--- config.mk ---
export PLATFORM = sky130hd
export DESIGN_NAME = fxalu
export DESIGN_NICKNAME = d
export VERILOG_FILES = /design/src/rtl/fxalu.sv
export SDC_FILE = /design/constraint.sdc
export NUM_CORES = 1
export LEC_CHECK = 0
export BUFFER_PORTS_ARGS = -buffer_cell sky130_fd_sc_hd__buf_2
export CELL_PAD_IN_SITES_DETAIL_PLACEMENT = 0
export CELL_PAD_IN_SITES_GLOBAL_PLACEMENT = 1
export CORE_ASPECT_RATIO = 2
export CORE_MARGIN = 5
export CORE_UTILIZATION = 30
export DETAILED_ROUTE_END_ITERATION = 10
export GPL_TIMING_DRIVEN = 0
export HOLD_SLACK_MARGIN = 0.03
export MAX_ROUTING_LAYER = met4
export PLACE_DENSITY = 0.61
export SYNTH_ARGS = -nofsm -noshare
export SYNTH_HDL_FRONTEND = slang
export SYNTH_SLANG_ARGS = --single-unit
--- constraint.sdc ---
create_clock -name clk -period 11.3 [get_ports clk]
set_input_delay 2.26 -clock clk [delete_from_list [all_inputs] [get_ports clk]]
set_output_delay 2.26 -clock clk [all_outputs]
set_load 0.005 [all_outputs]
--- src/rtl/fxalu.sv ---
module fxalu #(
  parameter int W   = 32,
  parameter int OPW = 5
) (
  input  logic         clk,
  input  logic         rst_n,
  input  logic         exec_en,
  input  logic [OPW-1:0] opcode,
  input  logic [W-1:0] rx,
  input  logic [W-1:0] ry,
  input  logic         ci,
  input  logic         sat_en,
  input  logic         clr_sticky,
  output logic [W-1:0] res_a,
  output logic [W-1:0] res_b,
  output logic         wr_a,
  output logic         wr_b,
  output logic         flag_z,
  output logic         flag_n,
  output logic         flag_v,
  output logic         flag_c,
  output logic         sticky_v
);
  localparam logic [W-1:0] MAXP = {1'b0, {(W-1){1'b1}}};
  localparam logic [W-1:0] MINN = {1'b1, {(W-1){1'b0}}};
  localparam logic [W-1:0] ONES = '1;
  localparam logic [W-1:0] ZERO = '0;
  localparam logic [OPW-1:0] OP_ADD = OPW'(0),  OP_SUB = OPW'(1),  OP_DUAL = OPW'(2),
                             OP_ADC = OPW'(3),  OP_SBB = OPW'(4),  OP_AVG  = OPW'(5),
                             OP_CMP = OPW'(6),  OP_NEG = OPW'(7),  OP_ABS  = OPW'(8),
                             OP_PAS = OPW'(9),  OP_MIN = OPW'(10), OP_MAX  = OPW'(11),
                             OP_CLP = OPW'(12), OP_INC = OPW'(13), OP_DCC  = OPW'(14),
                             OP_IN1 = OPW'(15), OP_DE1 = OPW'(16), OP_AND  = OPW'(17),
                             OP_OR  = OPW'(18), OP_XOR = OPW'(19), OP_NOT  = OPW'(20);

  logic [W-1:0] add_a, add_b, res;
  logic         add_c, use_add, v, c;
  logic [W:0]   sum, dif;

  always_comb begin
    add_a = rx; add_b = ZERO; add_c = 1'b0; use_add = 1'b1;
    case (opcode)
      OP_ADD, OP_DUAL: add_b = ry;
      OP_SUB, OP_CMP:  begin add_b = ~ry; add_c = 1'b1; end
      OP_ADC:          begin add_b = ry;  add_c = ci;   end
      OP_SBB:          begin add_b = ~ry; add_c = ci;   end
      OP_NEG:          begin add_a = ZERO; add_b = ~rx; add_c = 1'b1; end
      OP_INC:          add_c = ci;
      OP_DCC:          begin add_b = ONES; add_c = ci; end
      OP_IN1:          add_c = 1'b1;
      OP_DE1:          add_b = ONES;
      default:         use_add = 1'b0;
    endcase
  end

  assign sum = {1'b0, add_a} + {1'b0, add_b} + {{W{1'b0}}, add_c};
  assign dif = {1'b0, rx} + {1'b0, ~ry} + {{W{1'b0}}, 1'b1};

  wire add_ov = (add_a[W-1] == add_b[W-1]) && (sum[W-1] != add_a[W-1]);
  wire sub_ov = (rx[W-1] != ry[W-1]) && (dif[W-1] != rx[W-1]);
  wire abs_ov = (rx == MINN);
  wire [W:0] avg_s = {rx[W-1], rx} + {ry[W-1], ry};

  logic signed [W:0] xs, ys, bnd;
  assign xs  = $signed({rx[W-1], rx});
  assign ys  = $signed({ry[W-1], ry});
  assign bnd = ys[W] ? -ys : ys;
  wire signed [W:0] nbnd = -bnd;

  always_comb begin
    res = rx; v = 1'b0; c = 1'b0;
    if (use_add) begin
      v = add_ov;
      c = sum[W];
      res = (sat_en && add_ov) ? (add_a[W-1] ? MINN : MAXP) : sum[W-1:0];
      if (opcode == OP_DUAL) v = add_ov | sub_ov;
    end else begin
      case (opcode)
        OP_AVG: res = avg_s[W:1];
        OP_ABS: begin
          v = abs_ov;
          if (abs_ov) res = sat_en ? MAXP : MINN;
          else        res = rx[W-1] ? (ZERO - rx) : rx;
        end
        OP_MIN: res = ($signed(rx) < $signed(ry)) ? rx : ry;
        OP_MAX: res = ($signed(rx) > $signed(ry)) ? rx : ry;
        OP_CLP: begin
          if (xs > bnd)       res = bnd[W-1:0];
          else if (xs < nbnd) res = nbnd[W-1:0];
          else                res = rx;
        end
        OP_AND: res = rx & ry;
        OP_OR:  res = rx | ry;
        OP_XOR: res = rx ^ ry;
        OP_NOT: res = ~rx;
        default: res = rx;
      endcase
    end
  end

  assign res_a  = res;
  assign res_b  = (sat_en && sub_ov) ? (rx[W-1] ? MINN : MAXP) : dif[W-1:0];
  assign wr_a   = exec_en && (opcode <= OP_NOT) && (opcode != OP_CMP);
  assign wr_b   = exec_en && (opcode == OP_DUAL);
  assign flag_z = (res == ZERO);
  assign flag_n = res[W-1];
  assign flag_v = v;
  assign flag_c = c;

  always_ff @(posedge clk or negedge rst_n) begin
    if (!rst_n) sticky_v <= 1'b0;
    else        sticky_v <= (sticky_v & ~clr_sticky) | (exec_en & v);
  end

  p_sticky_set_r11: assert property (@(posedge clk) disable iff (!rst_n)
    (exec_en && flag_v) |=> sticky_v);
  p_sticky_clear_r11: assert property (@(posedge clk) disable iff (!rst_n)
    (clr_sticky && !(exec_en && flag_v)) |=> !sticky_v);
  p_sticky_cause_r11: assert property (@(posedge clk) disable iff (!rst_n)
    (!clr_sticky && !(exec_en && flag_v)) |=> $stable(sticky_v));
  p_sat_clamp_r9: assert property (@(posedge clk) disable iff (!rst_n)
    (sat_en && flag_v && wr_a && opcode != OP_DUAL) |-> (res_a == MAXP || res_a == MINN));
  p_dual_pair_r2: assert property (@(posedge clk) disable iff (!rst_n)
    (wr_b && !sat_en) |-> (res_a + res_b == {rx[W-2:0], 1'b0}));
  p_cmp_nowrite_r4: assert property (@(posedge clk) disable iff (!rst_n)
    (opcode == OP_CMP) |-> !wr_a && !wr_b);
endmodule

## Word level (Yosys, flattened, before mapping)

Cells that the tools add are included.

| word-level totals | value |
|---|---|
| flip-flop bits (word level) | 1 |
| bits in latches | 0 |
| RAM bits | 0 |
| bits in read-only memories | 0 |
| input port bits | 75 |
| output and inout bits | 71 |
| logic and storage cells | 86 |
| memories | 0 |

| cells by class | value |
|---|---|
| $add $sub $neg | 8 |
| multipliers | 0 |
| divide/modulo/power cells | 0 |
| $lt $le $gt $ge | 5 |
| equal/unequal tests | 25 |
| shift operators | 0 |
| muxes and demuxes | 22 |
| bitwise gates (word level) | 10 |
| reduce and logical (&&, ||, !) cells | 15 |

Operators by type and width:

| operator | number |
|---|---|
| 32-bit 2-to-1 mux | 13 |
| 32-bit one-hot mux with 9 select lines | 1 |
| 32-bit one-hot mux with 4 select lines | 1 |
| 32-bit by 32-bit adder with 33-bit output | 2 |
| 32-bit NOT | 2 |
| 5-bit by 4-bit == test with 1-bit output (second input constant) | 7 |
| 33-bit by 1-bit adder with 33-bit output | 1 |
| 32-bit by 33-bit greater-than comparator with 1-bit output | 1 |
| 32-bit by 33-bit < comparator with 1-bit output | 1 |
| 33-bit 2-to-1 mux | 1 |
| 32-bit negator with 33-bit output | 1 |
| 33-bit negator | 1 |
| 32-bit by 1-bit adder with 32-bit output (second input constant) | 1 |
| 32-bit adder | 1 |
| 32-bit AND | 1 |
| 32-bit == test (second input constant) | 1 |
| 32-bit greater-than comparator | 1 |
| 32-bit zero test | 1 |
| 32-bit < comparator | 1 |
| 32-bit bitwise OR | 1 |
| 1-bit by 32-bit subtractor with 32-bit output (first input constant) | 1 |
| 32-bit XOR | 1 |
| 5-bit == test (second input constant) | 5 |
| 5-bit by 3-bit == test with 1-bit output (second input constant) | 4 |
| other kinds (17) | 34 |

## Logic depth before layout (Yosys ltp)

Gate-level depths: netlist of the first run.

| logic depth | value |
|---|---|
| word-level depth | 12 |
| gate-level depth with buffers | 29 |
| depth with buffers taken out | 25 |

## Worst setup path after synthesis of the first run

OpenSTA, ideal clock, no wires.

| timing | value |
|---|---|
| path kind | input -> output |
| from | input port ry[0] |
| to | output port flag_z |
| data arrival time | 8457 ps |
| required time | 9040 ps |
| setup slack | 583 ps |
| stages | 28 |
| path buffers | 6 |
| cell sequence | clkbuf_1 > inv_1 > ha_1 > or3b_1 > a211oi_1 > and2_1 > and4_1 > buf_2 > nand4_2 > nor4_4 > nand3_1 > xor2_1 > ha_1 > a211oi_1 > o21ai_0 > o211ai_1 > a21o_1 > clkbuf_1 > and2_1 > clkbuf_1 > buf_1 > buf_1 > a21oi_1 > or3b_2 > nor3_1 > nand4_1 > nor4_1 > nor4b_2 |

| on the way | value |
|---|---|
| longest elaborated chain between the ends | 10 |
| elaborated cells on any way between the ends | 26 |
| those cells by class | add/sub (5); order compare (4); eq/ne (1); mux (9); bitwise (4); reduce/logical (3) |

RTL lines:

| element | line | RTL |
|---|---|---|
| from (decl) | 10 | `input logic [W-1:0] ry,` |
| branches (longest 8 deep; another with 32-bit negator with 33-bit output) | n/a |  |
| 32-bit 2-to-1 mux (*) | 72 | `if (use_add) begin` |
| net res_a[20] | 14 | `output logic [W-1:0] res_a,` |
| 32-bit zero test (*) | 105 | `assign flag_z = (res == ZERO);` |
| to (decl) | 18 | `output logic flag_z,` |

Mark *: on every way through the listed nets, which the timed path passes.

## Worst setup path after layout of the first run

| timing | value |
|---|---|
| from | input port rx[3] |
| to | output port flag_z |

| on the way | value |
|---|---|
| longest elaborated chain between the ends | 10 |
| elaborated cells on any way between the ends | 28 |
| those cells by class | add/sub (4); order compare (4); eq/ne (2); mux (11); bitwise (4); reduce/logical (3) |

RTL lines:

| element | line | RTL |
|---|---|---|
| from (decl) | 9 | `input logic [W-1:0] rx,` |
| 32-bit NOT | 47, 95 |  |
| 32-bit one-hot mux with 4 select lines | 42 | `case (opcode)` |
| 32-bit by 32-bit adder with 33-bit output | 56 | `assign sum = {1'b0, add_a} + {1'b0, add_b} + {{W{1'b0}}, add_c};` |
| 33-bit by 1-bit adder with 33-bit output | 56 |  |
| 1-bit inequality test | 59 | `wire add_ov = (add_a[W-1] == add_b[W-1]) && (sum[W-1] != add_a[W-1]);` |
| 1-bit logical AND | 59 |  |
| 1-bit logical AND | 75 | `res = (sat_en && add_ov) ? (add_a[W-1] ? MINN : MAXP) : sum[W-1:0];` |
| 32-bit 2-to-1 mux | 75 |  |
| 32-bit 2-to-1 mux (*) | 72 |  |
| 32-bit zero test (*) | 105 |  |

Every way passes the cells marked *; elsewhere a longest branch is shown, timed or not.

==> run_results.csv, run 1 <==
group,metric,value,unit
global_routing,antenna_found_initial,5,
sta,max_slew_margin,0.00360,
layout,reg_top3,"sticky_v: 1 flops",
route,vias_per_cell,6.76,
sta,fmax,85.5,MHz
setup_path,r2r_slack,10.62,ns
sta,worst_clock_skew,0,ns
yosys,synthDistinctLibCells,96,
route,dr.pass1.iters,6,
place,dpl_cell_area,16400,um^2
route,routedWlPerCell,36.3,um
layout,syn2layout_area_growth,18.1,%
yosys,ys_warn_count,0,
sta,slew_violations,0,
clocking,clkTransAtPathRegs,0,ns
setup_path,worstPathRequired,9.04,ns
yosys,synth_common_cells,"a21oi_1 (291), nor2_1 (201), ha_1 (194)",
floorplan,std_cell_rows,115,
setup_path,crit_type,"input port to output port",
setup_path,path_cells,"buf_2, clkbuf_1, inv_1, ha_1, clkbuf_1, nor4_1, and3_1, nand3_1, nand2_1, a21o_1, clkbuf_1, o22ai_2, a221o_1, a21oi_1, nor3_1, nor4_2, or4b_1, nor4b_2, buf_2",
route,drtIter0Drc,1991,
floorplan,ios,146,
layout,drive_above_1_share,0.151,
global_routing,track_usage,0.407,
floorplan,coreArea,49100,um^2
min_path,hold_end,"sticky_v",
route,vias,21100,
sta,setup_violations,1,
route,routed_wl,113000,um
global_routing,overflow,0,
yosys,yosys.area.top_type,"ha_1",
flow_run,maxCapViolations,1,
floorplan,die_h,324,um
floorplan,start_util,0.302,
place,dp_hpwl,93000,um
global_routing,grt_pass1_wl,154000,um
sta,fin_crit,11.70,ns
setup_path,crit_buf_inv,6,
yosys,yosysSeqAreaShare,0.00169,
setup_path,cp_top_family,"simple AND/OR/NAND/NOR gates",
yosys,synth_area,14800,um^2
layout,stdcell_area,17500,um^2
setup_path,slowest_delay,1.26,ns
sta,hold_violations,0,
route,route.detailed.drc,0,
layout,fin_util,0.356,
clocking,ctsHoldBuffers,0,
sta,period_share,1.04,
yosys,synth_edf_count,0,
sta,worst_slack,-0.398,ns
place,globalplace.congestion,1.08,
floorplan,dieArea,54200,um^2
layout,largest_register_ffs,1,
outcome,violations,"max-capacitance violations, negative setup slack",
yosys,syn-num-nets,2556,
clocking,clk_latency,0,ns
global_routing,grt_max_degree,13,
yosys,ys.flop_type,"dfrtp_1",
setup_path,critical_path_arrival,9.44,ns
yosys,synthArstFlopShare,1.00,
global_routing,grt_pass1_vias,20325,
sta,tightest_slew,1.48,ns
setup_path,slowest_stage,"nor4_1",
yosys,syn_area_per_cell,6.48,um^2
route,ant_nets,0,
floorplan,dieWidth,167,um
yosys,synth.ff_latch_count,1,
setup_path,worst_path_most_repeated_cell,"clkbuf_1",
setup_path,r2r_end,"sticky_v",
outcome,status,"finished with violations",
layout,top_register,"sticky_v",
yosys,yosysTopAreaCellShare,0.164,
setup_path,r2r_start,"sticky_v",
min_path,hold_path_class,"flop to flop",
yosys,synth.most_common_cell,"a21oi_1",
setup_path,ff2ff_path_depth,1,
setup_path,cp_max_fo,10,
setup_path,critPathLaunchType,"input port",
setup_path,end_kind,"output port",
min_path,min_delay_path_depth,1,
yosys,synth_area_leaders,"ha_1 (16%), a21oi_1 (9.8%), xnor2_1 (7.9%)",
sta,rsz0062_at_grt,"yes",
yosys,netlist_instances,2283,
place,io_buffers,143,
layout,fin_nets,2747,
min_path,worstHoldStart,"sticky_v",
routing by layer:
layer / global-route usage / up-vias / share of wire
li1: - / 8990 / -
met1: 0.384 / 10082 / 0.32
met2: 0.689 / 1330 / 0.47
met3: 0.0585 / 698 / 0.060
met4: 0.411 / 0 / 0.14
met5: - / - / 0
area by class of cell:
cell class | count | area, um^2
Buffer | 173 | 778
Multi-Input combinational cell | 1987 | 14300
Tap cell | 643 | 805
Inverter | 120 | 462
Sequential cell | 1 | 25.0
Timing Repair Buffer | 191 | 1120
Antenna cell | 6 | 15.0
Fill cell | 5501 | 31600
worst max path at each step:
stage / start / endpoint / slack (ns) / depth (start not counted)
3_5_place_dp: ry[31] / flag_z / -4.27 / 30
2_1_floorplan: ry[0] / flag_z / 0.58 / 28
4_1_cts: rx[25] / flag_z / 0.007 / 18
5_1_grt: rx[25] / flag_z / -0.28 / 18
6_report: rx[3] / flag_z / -0.40 / 19
3_3_place_gp: ry[31] / flag_z / -4.31 / 30
cells in the final DEF (no fill, tap or decap), types with 11 or more instances in the layout:
| cell | instances |
|---|---|
| o22ai_1 | 24 |
| a211oi_1 | 33 |
| or2_2 | 11 |
| o221ai_1 | 12 |
| ha_1 | 192 |
| o31ai_1 | 22 |
| clkbuf_2 | 13 |
| nand3_1 | 55 |
| xor2_1 | 20 |
| nor4_1 | 22 |
| nand2_1 | 157 |
| a21oi_1 | 285 |
| xnor2_1 | 123 |
| inv_1 | 111 |
| nor3b_1 | 12 |
| or3_1 | 12 |
| o21ai_0 | 150 |
| o21bai_1 | 18 |
| a31oi_1 | 23 |
| o21a_1 | 19 |
| a22o_1 | 11 |
| buf_2 | 156 |
| o211ai_1 | 52 |
| a221oi_1 | 22 |
| a21o_1 | 34 |
| clkbuf_1 | 125 |
| nor2_1 | 197 |
| nor2b_1 | 19 |
| nand2b_1 | 18 |
| nor3_1 | 52 |
| a22oi_1 | 16 |
| and3_1 | 23 |
| mux2i_1 | 27 |
| o2111ai_1 | 15 |
| and2_1 | 12 |
| buf_4 | 46 |
| nand4_1 | 39 |
per-stage QoR:
step | std cells | setup WS [ns] | setup TNS (ns) | hold WS [ns]
2_1_floorplan | 2283 | 0.583 | 0 | 0.498
3_3_place_gp | 3069 | -4.31 | -87.91 | 0.490
3_5_place_dp | 3072 | -4.27 | -85.61 | 0.494
4_1_cts | 3100 | 0.00657 | 0 | 0.499
5_1_grt | 3120 | -0.279 | -0.279 | 0.518
6_report | 3121 | -0.398 | -0.398 | 0.489
repair_timing:
| item | in CTS | in global routing |
|---|---|---|
| pin swaps | 21 | 13 |
| setup endpoints to repair | 34 | 34 |
| cloned | 0 | 0 |
| setup buffers | 29 | 15 |
| gates resized for setup | 124 | 60 |
logic make-up (layout without fill, tap and decap cells):
family / count (synthesis) / in the layout / synth area share
AO/OA/AOI/OAI: 895 / 895 / 0.396
XOR/XNOR: 154 / 154 / 0.0911
adder cells (fa/ha/maj): 198 / 198 / 0.169
AND/OR/NAND/NOR: 708 / 708 / 0.244
flip-flops: 1 / 1 / 0.00169
buffers and inverters: 295 / 484 / 0.0770
other: 1 / 7 / 0.000253
multiplexers: 31 / 31 / 0.0212
==> run 2: changes to the inputs <==
==> constraint.sdc (replaced) <==
create_clock -name clk -period 11.3 [get_ports clk]
set_input_delay 0.565 -clock clk [delete_from_list [all_inputs] [get_ports clk]]
set_output_delay 0.565 -clock clk [all_outputs]
set_load 0.005 [all_outputs]
==> run_results.csv, run 2 (synthesis results as in run 1) <==
group,metric,value,unit
layout,register_area,25.0,um^2
sta,rsz0062_at_grt,"no",
sta,worst_slack,0.0681,ns
setup_path,slowest_delay,0.83,ns
floorplan,die_h,324,um
sta,setup_violations,0,
layout,top_register,"sticky_v",
route,drtIter0Drc,2206,
sta,fmax,89.0,MHz
setup_path,slowest_stage,"xnor2_1",
sta,slew_violations,0,
layout,syn2layout_area_growth,10.9,%
layout,layout_commonest_cell,"a21oi_1",
place,pre_cts_slack,-0.883,ns
clocking,postCtsSetupRepairBufs,0,
layout,drive_above_1_share,0.0926,
sta,tightest_slew,1.44,ns
flow_run,maxCapViolations,0,
place,dpl_cell_area,16400,um^2
setup_path,critical_path_arrival,10.67,ns
floorplan,dieWidth,167,um
global_routing,overflow,0,
sta,hold_ws,0.340,ns
layout,stdcell_area,16400,um^2
setup_path,cp_top_family,"simple AND/OR/NAND/NOR gates",
place,globalplace.congestion,1.08,
route,routedWlPerCell,36.6,um
outcome,status,"finished clean",
global_routing,antenna_found_initial,2,
layout,largest_register_ffs,1,
floorplan,start_util,0.302,
global_routing,grt_pass1_vias,20046,
layout,filler_cell_count,5583,
sta,hold_violations,0,
setup_path,end_kind,"output port",
global_routing,use_met1,0.387,
floorplan,dieArea,54200,um^2
sta,worst_clock_skew,0,ns
global_routing,track_usage,0.404,
route,route.detailed.drc,0,
route,routed_wl,112000,um
setup_path,crit_buf_inv,8,
setup_path,crit_type,"input port to output port",
clocking,clk_latency,0,ns
route,ant_nets,0,
place,dp_hpwl,93000,um
floorplan,ios,146,
setup_path,worstPathRequired,10.74,ns
global_routing,grt_max_degree,13,
layout,multi_input_area,13700,um^2
floorplan,coreArea,49100,um^2
clocking,clkTransAtPathRegs,0,ns
route,vias,20786,
layout,reg_top3,"sticky_v: 1 flops",
setup_path,r2r_slack,10.62,ns
setup_path,critPathLaunchType,"input port",
layout,final_cell_mix,"a21oi_1 (291), nor2_1 (201), ha_1 (194)",
global_routing,grt_pass1_wl,153000,um
layout,fin_nets,2704,
sta,max_slew_margin,0.0309,
place,io_buffers,143,
global_routing,met2_usage,0.688,
setup_path,cp_max_fo,10,
global_routing,grt-busiest-layer,"met2",
route,dr.pass1.iters,7,
sta,fin_crit,11.23,ns
floorplan,std_cell_rows,115,
min_path,hold_path_class,"input port to async pin",
clocking,ctsHoldBuffers,0,
global_routing,grt_use_met3,0.0484,
sta,period_share,0.994,
route,vias_per_cell,6.76,
## run 2: cell count changes in the layout (fill, tap and decap cells not counted), moves of 5 or more
| cell | delta |
|---|---|
| clkbuf_2 | -9 |
| xnor2_1 | +10 |
| clkbuf_1 | +19 |
| nand3_1 | +5 |
| buf_4 | -45 |
| a21oi_1 | +6 |
| nor4_1 | +7 |
| xnor2_2 | -9 |
| nor3_1 | +5 |
| a211oi_1 | +6 |
## run 2: stage by stage
step	TNS, ns	std cells	util
2_1_floorplan	0	2283	-
3_3_place_gp	-0.969	3069	0.333
3_5_place_dp	-0.908	3072	0.334
4_1_cts	0	3072	0.334
5_1_grt	0	3074	0.334
6_report	0	3077	0.335
## run 2: final timing paths
kind / startpoint / end / depth (start not counted)
setup reg to reg: sticky_v / sticky_v / 1
setup / recovery: ry[0] / flag_z / 29
hold reg to reg: sticky_v / sticky_v / 1
min in group clk: sticky_v / sticky_v / 1
max in group asynchronous: rst_n / sticky_v / 1
hold / removal: rst_n / sticky_v / 1
## run 2: layout make-up
| cell class | instances | share of cell area |
|---|---|---|
| Buffer | 174 | 0.0422 |
| Timing Repair Buffer | 147 | 0.0456 |
| Sequential cell | 1 | 0.00152 |
| Multi-Input combinational cell | 1987 | 0.834 |
| Inverter | 120 | 0.0274 |
| Antenna cell | 5 | 0.000762 |
| Tap cell | 643 | 0.0490 |
## run 2: repair_timing
action,CTS,global route
endpoints found under the hold margin,0,0
setup endpoints to repair,2,1
resized for setup,5,5
pin swaps,0,1
## run 2: per-layer routing
| layer | part of all wire | wire (um) |
|---|---|---|
| met2 | 0.48 | 53800 |
| met5 | 0 | 0 |
| met1 | 0.33 | 36700 |
| met3 | 0.057 | 6450 |
| met4 | 0.14 | 15500 |
==> run 3: changes to the inputs <==
--- a/config.mk
+++ b/config.mk
@@ -5,6 +5,7 @@
 export SDC_FILE = /design/constraint.sdc
 export NUM_CORES = 1
 export LEC_CHECK = 0
+export ABC_CLOCK_PERIOD_IN_PS = 11300
 export BUFFER_PORTS_ARGS = -buffer_cell sky130_fd_sc_hd__buf_2
 export CELL_PAD_IN_SITES_DETAIL_PLACEMENT = 0
 export CELL_PAD_IN_SITES_GLOBAL_PLACEMENT = 1
@@ -12,7 +13,6 @@
 export CORE_MARGIN = 5
 export CORE_UTILIZATION = 30
 export DETAILED_ROUTE_END_ITERATION = 10
-export GPL_TIMING_DRIVEN = 0
 export HOLD_SLACK_MARGIN = 0.03
 export MAX_ROUTING_LAYER = met4
 export PLACE_DENSITY = 0.61
==> run_results.csv, run 3 (synthesis results as in run 1) <==
group,metric,value,unit
layout,largest_register_ffs,1,
sta,rsz0062_at_grt,"no",
sta,worst_clock_skew,0,ns
place,dp_hpwl,79100,um
route,routedWlPerCell,33.7,um
setup_path,cp_max_fo,29,
route,routed_wl,99000,um
place,io_buffers,145,
floorplan,coreArea,49100,um^2
floorplan,dieWidth,167,um
floorplan,ios,146,
global_routing,overflow,0,
sta,hold_violations,0,
global_routing,grt_pass1_wl,138000,um
layout,fin_nets,2571,
setup_path,crit_type,"input port to output port",
setup_path,slowest_delay,0.55,ns
outcome,status,"finished with violations",
layout,final_cell_mix,"a21oi_1 (291), nor2_1 (199), ha_1 (194)",
setup_path,crit_buf_inv,5,
sta,tns,0,ns
route,vias_per_cell,6.64,
place,dpl_cell_area,16000,um^2
route,route.detailed.drc,0,
layout,syn2layout_area_growth,8.20,%
setup_path,critical_path_arrival,8.25,ns
clocking,clkTransAtPathRegs,0,ns
global_routing,grt_pass1_vias,18964,
layout,stdcell_area,16000,um^2
sta,fmax,113,MHz
setup_path,cp_top_family,"simple AND/OR/NAND/NOR gates",
clocking,ctsHoldBuffers,0,
setup_path,worstPathRequired,10.74,ns
layout,drive_above_1_share,0.108,
setup_path,critPathLaunchType,"input port",
sta,fin_crit,8.82,ns
min_path,hold_path_class,"input port to async pin",
layout,top_register,"sticky_v",
sta,max_slew_margin,-0.0228,
clocking,cts_resized,0,
layout,filler_cell_count,5522,
global_routing,antenna_found_initial,3,
sta,hold_ws,0.340,ns
setup_path,end_kind,"output port",
clocking,postCtsSetupRepairBufs,0,
sta,period_share,0.780,
sta,setup_violations,0,
floorplan,die_h,324,um
route,vias,19524,
floorplan,start_util,0.302,
global_routing,grt_max_degree,47,
global_routing,track_usage,0.357,
route,drtIter0Drc,1972,
floorplan,std_cell_rows,115,
setup_path,slowest_stage,"a211oi_1",
sta,slew_violations,2,
route,dr.pass1.iters,6,
route,ant_nets,0,
layout,reg_top3,"sticky_v: 1 flops",
flow_run,maxCapViolations,1,
sta,tightest_slew,1.52,ns
clocking,clk_latency,0,ns
layout,layout_commonest_cell,"a21oi_1",
place,globalplace.congestion,1.07,
floorplan,dieArea,54200,um^2
outcome,violations,"max-capacitance violations, max-slew violations",
-- run 3: changes by cell type in the layout (fill, tap and decap cells not counted), moves of 2 or more --
cell      delta
clkbuf_1   -144
buf_4       +42
buf_2       -12
buf_1       -11
buf_6        -4
clkbuf_2     -4
diode_2      -4
nor2_1       -2
nor2_2       +2
-- run 3: routing by layer --
layer | vias to the layer above | part of all wire | GRT usage
li1 | 8637 | - | -
met1 | 9249 | 0.32 | 0.332
met2 | 1175 | 0.50 | 0.639
met3 | 463 | 0.049 | 0.0263
met4 | 0 | 0.13 | 0.341
met5 | - | 0 | -
-- run 3: area by class of cell --
cell class	instances	area [um^2]	share of cell area
Tap cell	643	805	0.0502
Antenna cell	1	2.50	0.000156
Inverter	120	450	0.0281
Multi-Input combinational cell	1987	13700	0.854
Timing Repair Buffer	188	1050	0.0655
Sequential cell	1	25.0	0.00156
-- run 3: metrics by stage --
stage               std cells  worst slack, ns  utilization
finish                   2940             2.48        0.326
global placement         2939             2.65        0.326
detailed placement       2939             2.58        0.326
floorplan                2283             3.97            -
CTS                      2939             2.57        0.326
global route             2940             2.02        0.326
-- run 3: worst paths after layout --
check                         start        to  slack, ns  cells past startpoint
max                           ry[0]    flag_z       2.48                     27
min reg2reg                sticky_v  sticky_v       0.49                      1
max in group asynchronous     rst_n  sticky_v      10.88                      1
max reg2reg                sticky_v  sticky_v      10.62                      1
min                           rst_n  sticky_v       0.34                      1
min in group clk           sticky_v  sticky_v       0.49                      1
